===== config.mk =====
export PLATFORM = sky130hd
export DESIGN_NAME = uart_rx_buf
export DESIGN_NICKNAME = d
export VERILOG_FILES = /design/src/rtl/uart_rx_pkg.sv /design/src/rtl/uart_rx_deser.sv /design/src/rtl/uart_rx_store.sv /design/src/rtl/uart_rx_regs.sv /design/src/rtl/uart_rx_buf.sv
export SDC_FILE = /design/constraint.sdc
export NUM_CORES = 1
export LEC_CHECK = 0
export ABC_AREA = 1
export BUFFER_PORTS_ARGS = -buffer_cell sky130_fd_sc_hd__buf_4
export CAP_MARGIN = 30
export CORE_MARGIN = 10
export CORE_UTILIZATION = 30
export DETAILED_ROUTE_END_ITERATION = 10
export PLACE_DENSITY = 0.48
export SLEW_MARGIN = 20
export SYNTH_ARGS = -nofsm -noshare
export SYNTH_HDL_FRONTEND = slang
export SYNTH_HIERARCHICAL = 1
export SYNTH_SLANG_ARGS = --single-unit

===== constraint.sdc =====
create_clock -name clk -period 2.4 [get_ports clk]
set_clock_uncertainty 0.05 [all_clocks]
set_input_delay 0.12 -clock clk [delete_from_list [all_inputs] [get_ports clk]]
set_output_delay 0.12 -clock clk [all_outputs]
set_load 0.05 [all_outputs]

===== src/rtl/uart_rx_pkg.sv =====
package uart_rx_pkg;

    localparam int DATA_W = 8;
    localparam int BUS_W  = 32;
    localparam int ADDR_W = 3;

    localparam logic [ADDR_W-1:0] A_SHARED = 3'd0;
    localparam logic [ADDR_W-1:0] A_IEN    = 3'd1;
    localparam logic [ADDR_W-1:0] A_QCTL   = 3'd2;
    localparam logic [ADDR_W-1:0] A_LCTL   = 3'd3;
    localparam logic [ADDR_W-1:0] A_DIVLO  = 3'd4;
    localparam logic [ADDR_W-1:0] A_STAT   = 3'd5;

    typedef enum logic [1:0] {
        RX_IDLE,
        RX_START,
        RX_DATA,
        RX_STOP
    } rx_state_e;

    typedef struct packed {
        logic              valid;
        logic [DATA_W-1:0] data;
    } rx_char_t;

    typedef struct packed {
        logic       q_en;
        logic [1:0] thr_sel;
    } qctl_t;

    function automatic int unsigned thresh_level(input logic [1:0] sel);
        case (sel)
            2'd0:    return 1;
            2'd1:    return 4;
            2'd2:    return 8;
            default: return 14;
        endcase
    endfunction

endpackage


===== src/rtl/uart_rx_deser.sv =====
module uart_rx_deser
    import uart_rx_pkg::*;
#(
    parameter int OVS = 16
) (
    input  logic     clk,
    input  logic     rst,
    input  logic     tick,
    input  logic     rxd,
    output rx_char_t chr
);
    localparam int CNT_W = $clog2(OVS);
    localparam int BIT_W = $clog2(DATA_W);
    localparam logic [CNT_W-1:0] MID_LAST = CNT_W'(OVS / 2 - 1);
    localparam logic [CNT_W-1:0] BIT_LAST = CNT_W'(OVS - 1);
    localparam logic [BIT_W-1:0] IDX_LAST = BIT_W'(DATA_W - 1);

    logic [1:0]        sync_q;
    logic              rx_s;
    rx_state_e         state_q;
    logic [CNT_W-1:0]  cnt_q;
    logic [BIT_W-1:0]  idx_q;
    logic [DATA_W-1:0] shreg_q;

    assign rx_s = sync_q[1];

    always_ff @(posedge clk) begin
        if (rst) sync_q <= 2'b11;
        else     sync_q <= {sync_q[0], rxd};
    end

    always_ff @(posedge clk) begin
        if (rst) begin
            state_q <= RX_IDLE;
            cnt_q   <= '0;
            idx_q   <= '0;
            shreg_q <= '0;
            chr     <= '0;
        end else begin
            chr.valid <= 1'b0;
            if (tick) begin
                case (state_q)
                    RX_IDLE: begin
                        if (!rx_s) begin
                            state_q <= RX_START;
                            cnt_q   <= CNT_W'(1);
                        end
                    end
                    RX_START: begin
                        if (cnt_q == MID_LAST) begin
                            cnt_q <= '0;
                            idx_q <= '0;
                            state_q <= rx_s ? RX_IDLE : RX_DATA;
                        end else begin
                            cnt_q <= cnt_q + 1'b1;
                        end
                    end
                    RX_DATA: begin
                        if (cnt_q == BIT_LAST) begin
                            cnt_q   <= '0;
                            shreg_q <= {rx_s, shreg_q[DATA_W-1:1]};
                            idx_q   <= idx_q + 1'b1;
                            if (idx_q == IDX_LAST) state_q <= RX_STOP;
                        end else begin
                            cnt_q <= cnt_q + 1'b1;
                        end
                    end
                    default: begin
                        if (cnt_q == BIT_LAST) begin
                            cnt_q   <= '0;
                            state_q <= RX_IDLE;
                            if (rx_s) begin
                                chr.valid <= 1'b1;
                                chr.data  <= shreg_q;
                            end
                        end else begin
                            cnt_q <= cnt_q + 1'b1;
                        end
                    end
                endcase
            end
        end
    end

    AST_VALID_PULSE: assert property (@(posedge clk) disable iff (rst)
        chr.valid |=> !chr.valid);

    AST_FALSE_START: assert property (@(posedge clk) disable iff (rst)
        (tick && state_q == RX_START && cnt_q == MID_LAST && rx_s) |=> state_q == RX_IDLE);

    AST_BAD_STOP: assert property (@(posedge clk) disable iff (rst)
        (tick && state_q == RX_STOP && cnt_q == BIT_LAST && !rx_s) |=> !chr.valid);

endmodule


===== src/rtl/uart_rx_store.sv =====
module uart_rx_store
    import uart_rx_pkg::*;
#(
    parameter int DEPTH = 16,
    localparam int CNT_W = $clog2(DEPTH + 1)
) (
    input  logic              clk,
    input  logic              rst,
    input  logic              push,
    input  logic [DATA_W-1:0] push_data,
    input  logic              pop,
    input  logic              flush,
    input  logic              q_en,
    input  logic              ovr_clr,
    output logic [CNT_W-1:0]  count,
    output logic [DATA_W-1:0] head,
    output logic              ovr
);
    localparam int PTR_W = $clog2(DEPTH);

    logic [DATA_W-1:0] mem_q [DEPTH];
    logic [PTR_W-1:0]  wr_q, rd_q;
    logic [CNT_W-1:0]  cnt_q, cap;
    logic              full, push_ok, pop_ok;

    assign cap     = q_en ? CNT_W'(DEPTH) : CNT_W'(1);
    assign full    = (cnt_q >= cap);
    assign push_ok = push && !full && !flush;
    assign pop_ok  = pop && (cnt_q != '0) && !flush;

    always_ff @(posedge clk) begin
        if (rst || flush) begin
            wr_q  <= '0;
            rd_q  <= '0;
            cnt_q <= '0;
        end else begin
            if (push_ok) wr_q <= wr_q + 1'b1;
            if (pop_ok)  rd_q <= rd_q + 1'b1;
            case ({push_ok, pop_ok})
                2'b10:   cnt_q <= cnt_q + 1'b1;
                2'b01:   cnt_q <= cnt_q - 1'b1;
                default: cnt_q <= cnt_q;
            endcase
        end
    end

    always_ff @(posedge clk) begin
        if (push_ok) mem_q[wr_q] <= push_data;
    end

    always_ff @(posedge clk) begin
        if (rst)                          ovr <= 1'b0;
        else if (push && full && !flush)  ovr <= 1'b1;
        else if (ovr_clr)                 ovr <= 1'b0;
    end

    assign count = cnt_q;
    assign head  = (cnt_q != '0) ? mem_q[rd_q] : '0;

    AST_COUNT_CAP: assert property (@(posedge clk) disable iff (rst)
        cnt_q <= CNT_W'(DEPTH));

    AST_OVR_SET: assert property (@(posedge clk) disable iff (rst)
        (push && full && !flush) |=> ovr);

    AST_EMPTY_POP: assert property (@(posedge clk) disable iff (rst)
        (pop && cnt_q == '0 && !push && !flush) |=> (cnt_q == '0 && $stable(rd_q)));

    AST_FLUSH_EMPTY: assert property (@(posedge clk) disable iff (rst)
        flush |=> cnt_q == '0);

endmodule


===== src/rtl/uart_rx_regs.sv =====
module uart_rx_regs
    import uart_rx_pkg::*;
#(
    parameter int CNT_W = 5
) (
    input  logic              clk,
    input  logic              rst,
    input  logic              sel,
    input  logic              we,
    input  logic [ADDR_W-1:0] addr,
    input  logic [BUS_W-1:0]  wdata,
    input  logic [CNT_W-1:0]  count,
    input  logic [DATA_W-1:0] head,
    input  logic              ovr,
    output logic              pop,
    output logic              ovr_clr,
    output logic              flush,
    output logic              q_en,
    output logic [BUS_W-1:0]  rdata,
    output logic              irq,
    output logic [DATA_W-1:0] dll_q,
    output logic [DATA_W-1:0] thr_q
);
    logic  ien_q, dlab_q, wr, rd;
    qctl_t qctl_q;

    assign wr = sel && we;
    assign rd = sel && !we;

    always_ff @(posedge clk) begin
        if (rst) begin
            ien_q  <= 1'b0;
            dlab_q <= 1'b0;
            qctl_q <= '0;
            dll_q  <= '0;
            thr_q  <= '0;
        end else if (wr) begin
            case (addr)
                A_SHARED: begin
                    if (dlab_q) dll_q <= wdata[DATA_W-1:0];
                    else        thr_q <= wdata[DATA_W-1:0];
                end
                A_IEN:   ien_q  <= wdata[0];
                A_QCTL:  qctl_q <= '{q_en: wdata[0], thr_sel: wdata[2:1]};
                A_LCTL:  dlab_q <= wdata[7];
                A_DIVLO: dll_q  <= wdata[DATA_W-1:0];
                default: ;
            endcase
        end
    end

    assign flush   = wr && (addr == A_QCTL) && (wdata[0] != qctl_q.q_en);
    assign pop     = rd && (addr == A_SHARED) && !dlab_q;
    assign ovr_clr = rd && (addr == A_STAT);
    assign q_en    = qctl_q.q_en;

    always_comb begin
        rdata = '0;
        case (addr)
            A_SHARED: rdata[DATA_W-1:0] = dlab_q ? dll_q : head;
            A_IEN:    rdata[0]          = ien_q;
            A_QCTL:   rdata[2:0]        = {qctl_q.thr_sel, qctl_q.q_en};
            A_LCTL:   rdata[7]          = dlab_q;
            A_DIVLO:  rdata[DATA_W-1:0] = dll_q;
            A_STAT:   rdata[1:0]        = {ovr, count != '0};
            default:  rdata = '0;
        endcase
    end

    always_comb begin
        if (!ien_q)           irq = 1'b0;
        else if (qctl_q.q_en) irq = (32'(count) >= thresh_level(qctl_q.thr_sel));
        else                  irq = (count != '0);
    end

    AST_DIV_HOLD: assert property (@(posedge clk) disable iff (rst)
        !(wr && (addr == A_DIVLO || (addr == A_SHARED && dlab_q))) |=> $stable(dll_q));

    AST_THR_SHIELD: assert property (@(posedge clk) disable iff (rst)
        (wr && addr == A_SHARED && dlab_q) |=> $stable(thr_q));

    AST_IRQ_MASK: assert property (@(posedge clk) disable iff (rst)
        (wr && addr == A_IEN && !wdata[0]) |=> !irq);

    AST_RD_UPPER: assert property (@(posedge clk) disable iff (rst)
        (rd && addr == A_SHARED) |-> rdata[BUS_W-1:DATA_W] == '0);

endmodule


===== src/rtl/uart_rx_buf.sv =====
module uart_rx_buf
    import uart_rx_pkg::*;
#(
    parameter int OVS   = 16,
    parameter int DEPTH = 16
) (
    input  logic        clk,
    input  logic        rst,
    input  logic        baud_tick,
    input  logic        rxd,
    input  logic        bus_sel,
    input  logic        bus_we,
    input  logic [2:0]  bus_addr,
    input  logic [31:0] bus_wdata,
    output logic [31:0] bus_rdata,
    output logic        irq,
    output logic [7:0]  tx_hold,
    output logic [7:0]  div_low
);
    localparam int CNT_W = $clog2(DEPTH + 1);

    rx_char_t          chr;
    logic [CNT_W-1:0]  count;
    logic [DATA_W-1:0] head;
    logic              ovr, pop, ovr_clr, flush, q_en;

    uart_rx_deser #(.OVS(OVS)) u_deser (
        .clk  (clk),
        .rst  (rst),
        .tick (baud_tick),
        .rxd  (rxd),
        .chr  (chr)
    );

    uart_rx_store #(.DEPTH(DEPTH)) u_store (
        .clk       (clk),
        .rst       (rst),
        .push      (chr.valid),
        .push_data (chr.data),
        .pop       (pop),
        .flush     (flush),
        .q_en      (q_en),
        .ovr_clr   (ovr_clr),
        .count     (count),
        .head      (head),
        .ovr       (ovr)
    );

    uart_rx_regs #(.CNT_W(CNT_W)) u_regs (
        .clk     (clk),
        .rst     (rst),
        .sel     (bus_sel),
        .we      (bus_we),
        .addr    (bus_addr),
        .wdata   (bus_wdata),
        .count   (count),
        .head    (head),
        .ovr     (ovr),
        .pop     (pop),
        .ovr_clr (ovr_clr),
        .flush   (flush),
        .q_en    (q_en),
        .rdata   (bus_rdata),
        .irq     (irq),
        .dll_q   (div_low),
        .thr_q   (tx_hold)
    );

    AST_HOLD_IRQ_CLR: assert property (@(posedge clk) disable iff (rst)
        (pop && !q_en && count == CNT_W'(1) && !chr.valid) |=> !irq);

endmodule


==> flow_summary_export.csv <==
group,metric,value,unit
outcome,status,"completed",
critical_path,end_kind,"primary output",
route,vias,6801,
yosys,synth_fa_ha_area_frac,0.0237,
timing,post-route-period-util,0.998,
yosys,synthXorXnorAreaFrac,0.00587,
die,core,29600,um2
timing,setup_viol_count_final,0,
timing,finalWorstSetupSlack,0.00508,ns
timing,hold_viol,0,
run,drv_cap,0,
finish,area_growth,26.9,%
critical_path,criticalPathCategory,"reg2out",
die,die_h,193,um
pwr,leakagePower,0.00458,uW
clock_tree,cts_root_buf,"clkbuf_16",
timing,timing.hold.ws,0.112,ns
yosys,synth_edf_count,128,
timing,finalMaxSlewViolations,0,
critical_path,cp_data_required_time,2.23,ns
grt,track_usage,0.124,
grt,grt_pass1_vias,6393,
placed_design,place_worst_setup_slack,0.110,ns
critical_path,cp-start-kind,"flip-flop",
timing,rsz0062_at_grt,"yes",
clock_tree,clk_latency,0.44,ns
finish,multi_input_area,3470,um2
route,drtIter0Drc,390,
placed_design,dp.cells,1436,
die,rows,63,
grt,gr-total-overflow,0,
finish,seqCellArea,5190,um2
route,detail-route-antenna-nets,0,
timing,max_freq,418,MHz
route,wl,23300,um
yosys,yosysUniqueCellTypes,37,
clock_tree,cts_tree,"done",
finish,fin_nets,1165,
timing,slew_headroom,0.447,
placed_design,dpl.hpwl,14900,um
placed_design,gp_congestion,0.833,
route,drc,0,
finish,n_antenna_cell,0,
die,io_pins,90,
timing,worst_pin_slew,0.829,ns
yosys,synth_compound_area_frac,0.0376,
yosys,async_flop_share,0,
pwr,power_density,625,nW/um2
grt,grt_max_degree,23,
yosys,avgSynthCellArea,8.99,um2
yosys,yosys_most_used_dff,"edfxtp_1",
finish,fin_cells,1510,
yosys,ys_seq_area_frac,0.579,
route,wire_per_inst,15.4,um
grt,grt_pass1_wl,35600,um
finish,layout-drive-gt1-share,0.214,
yosys,synth_top_family_by_area,"simple AND/OR/NAND/NOR gates",
finish,final_cell_mix,"nand2_1, edfxtp_1, nor2_1",
route,viasPerCell,4.50,
yosys,yosys.area_share.simple,0.280,
clock_tree,clock-sinks,195,
critical_path,cp_max_fo,6,
min_path,hold_class,"in2reg",
pwr,peakVddDrop,0.486,mV
route,drt-pass1-iter-count,4,
finish,fill_cells,2981,
pwr,power.total,7100,uW
die,initial_core_util,0.303,
clock_tree,clockBufferDepth,2,
finish,mostFrequentLayoutCell,"nand2_1",
yosys,synth_seq_cells,195,
yosys,muxShareOfSynthArea,0,
die,die_w,193,um
clock_tree,numCtsBuffers,17,
yosys,synth_cells,997,
placed_design,port_buffers,41,
critical_path,arrival,2.22,ns
die,dieArea,37200,um2
yosys,synth_area,8960,um2
timing,period_minus_slack,2.39,ns
clock_tree,path_clk_slew,0.07,ns
grt,antenna_found_initial,0,
yosys,yosys_warnings,6,
timing,finalSetupTns,0,ns
clock_tree,h-tree-depth,4,
-- cell type report --
type | count | area share
Sequential cell | 195 | 0.457
Multi-Input combinational cell | 691 | 0.305
Timing Repair Buffer | 126 | 0.112
Tap cell | 390 | 0.0429
Clock buffer | 18 | 0.0378
Inverter | 76 | 0.0265
Clock inverter | 14 | 0.0183
-- worst max-delay path, stage by stage (launching register included) --
cell and delay, ns:
dfxtp_4 0.47, buf_8 0.17, buf_12 0.12, buf_16 0.12, buf_4 0.11, nand2_2 0.05
nand3_2 0.06, nand3_2 0.09, nand2_2 0.09, nand2_1 0.07, a21oi_2 0.14, nand2_1 0.08
nand3_2 0.09, buf_8 0.15
-- layer usage --
| metal | GRT usage | vias up | wire (um) |
|---|---|---|---|
| met5 | 0 | - | 0 |
| met4 | 0.0394 | 0 | 331 |
| met3 | 0.0186 | 25 | 1030 |
| met2 | 0.197 | 149 | 11200 |
| met1 | 0.169 | 3163 | 10700 |
| li1 | - | 3464 | - |
-- cells in the mapped netlist, drive strengths merged (2+ instances only) --
library cell | n | area (um2)
nand3 | 122 | 638
o21bai | 2 | 15.0
or2 | 4 | 25.0
a21oi | 27 | 135
buf | 49 | 342
nor3b | 2 | 15.0
edfxtp | 128 | 3840
nand4 | 10 | 77.6
ha | 17 | 213
o21ai | 32 | 164
inv | 75 | 282
nand2 | 302 | 1140
xor2 | 6 | 52.6
o211ai | 2 | 15.0
dfxtp | 67 | 1340
nor2 | 121 | 502
nor3 | 17 | 90.1
clkbuf | 9 | 35.0
-- flip-flops by register name (all words and copies together), names as in the netlist, named ones only --
signal	count
u_store/mem_q	128
u_deser/chr	9
u_deser/shreg_q	8
u_regs/dll_q	8
u_regs/thr_q	8
u_store/count	5
u_deser/cnt_q	4
u_store/rd_q	4
u_store/wr_q	4
u_deser/idx_q	3
u_deser/state_q	2
u_deser/sync_q	2
u_regs/qctl_q	2
u_regs/dlab_q	1
u_regs/ien_q	1
u_regs/q_en	1
u_store/ovr	1
-- what timing repair did --
action,CTS,global route
gates cloned,7,2
hold buffers,12,0
hold endpoints to repair,28,0
buffers inserted,15,7
pin swaps,16,27
resized for setup,44,47
endpoints found under the setup margin,7,11
-- through the flow --
step / utilization / cell area (um2)
6_report: 0.384 / 11400
5_1_grt: 0.384 / 11400
4_1_cts: 0.375 / 11100
3_5_place_dp: 0.334 / 9870
3_3_place_gp: 0.334 / 9870
2_1_floorplan: - / 9100
-- final timing paths --
check / from / endpoint / slack, ns / cells past startpoint
max: flip-flop / bus_rdata[5] / 0.005 / 13
max reg2reg: u_regs/q_en / u_store/mem_q[3][0] / 0.16 / 11
min: bus_addr[1] / u_store/ovr / 0.11 / 5
min reg2reg: u_deser/sync_q[0] / u_deser/sync_q[1] / 0.36 / 1
-- kinds of logic (layout without fill, tap and decap cells) --
group,Yosys count,count (layout)
simple gates,580,580
flops,195,195
buf+inv,134,234
compound gates,64,64
fa+ha+maj,17,17
xor+xnor,6,6
other cells,1,24
-- where the power goes --
part	internal, uW	leakage, uW	switching [uW]	total, uW
Combinational	116	0.00284	277	393
Sequential	3560	0.00143	26.9	3580
Clock	1850	0.000314	1270	3120
Power figures use the tool's default switching activity.
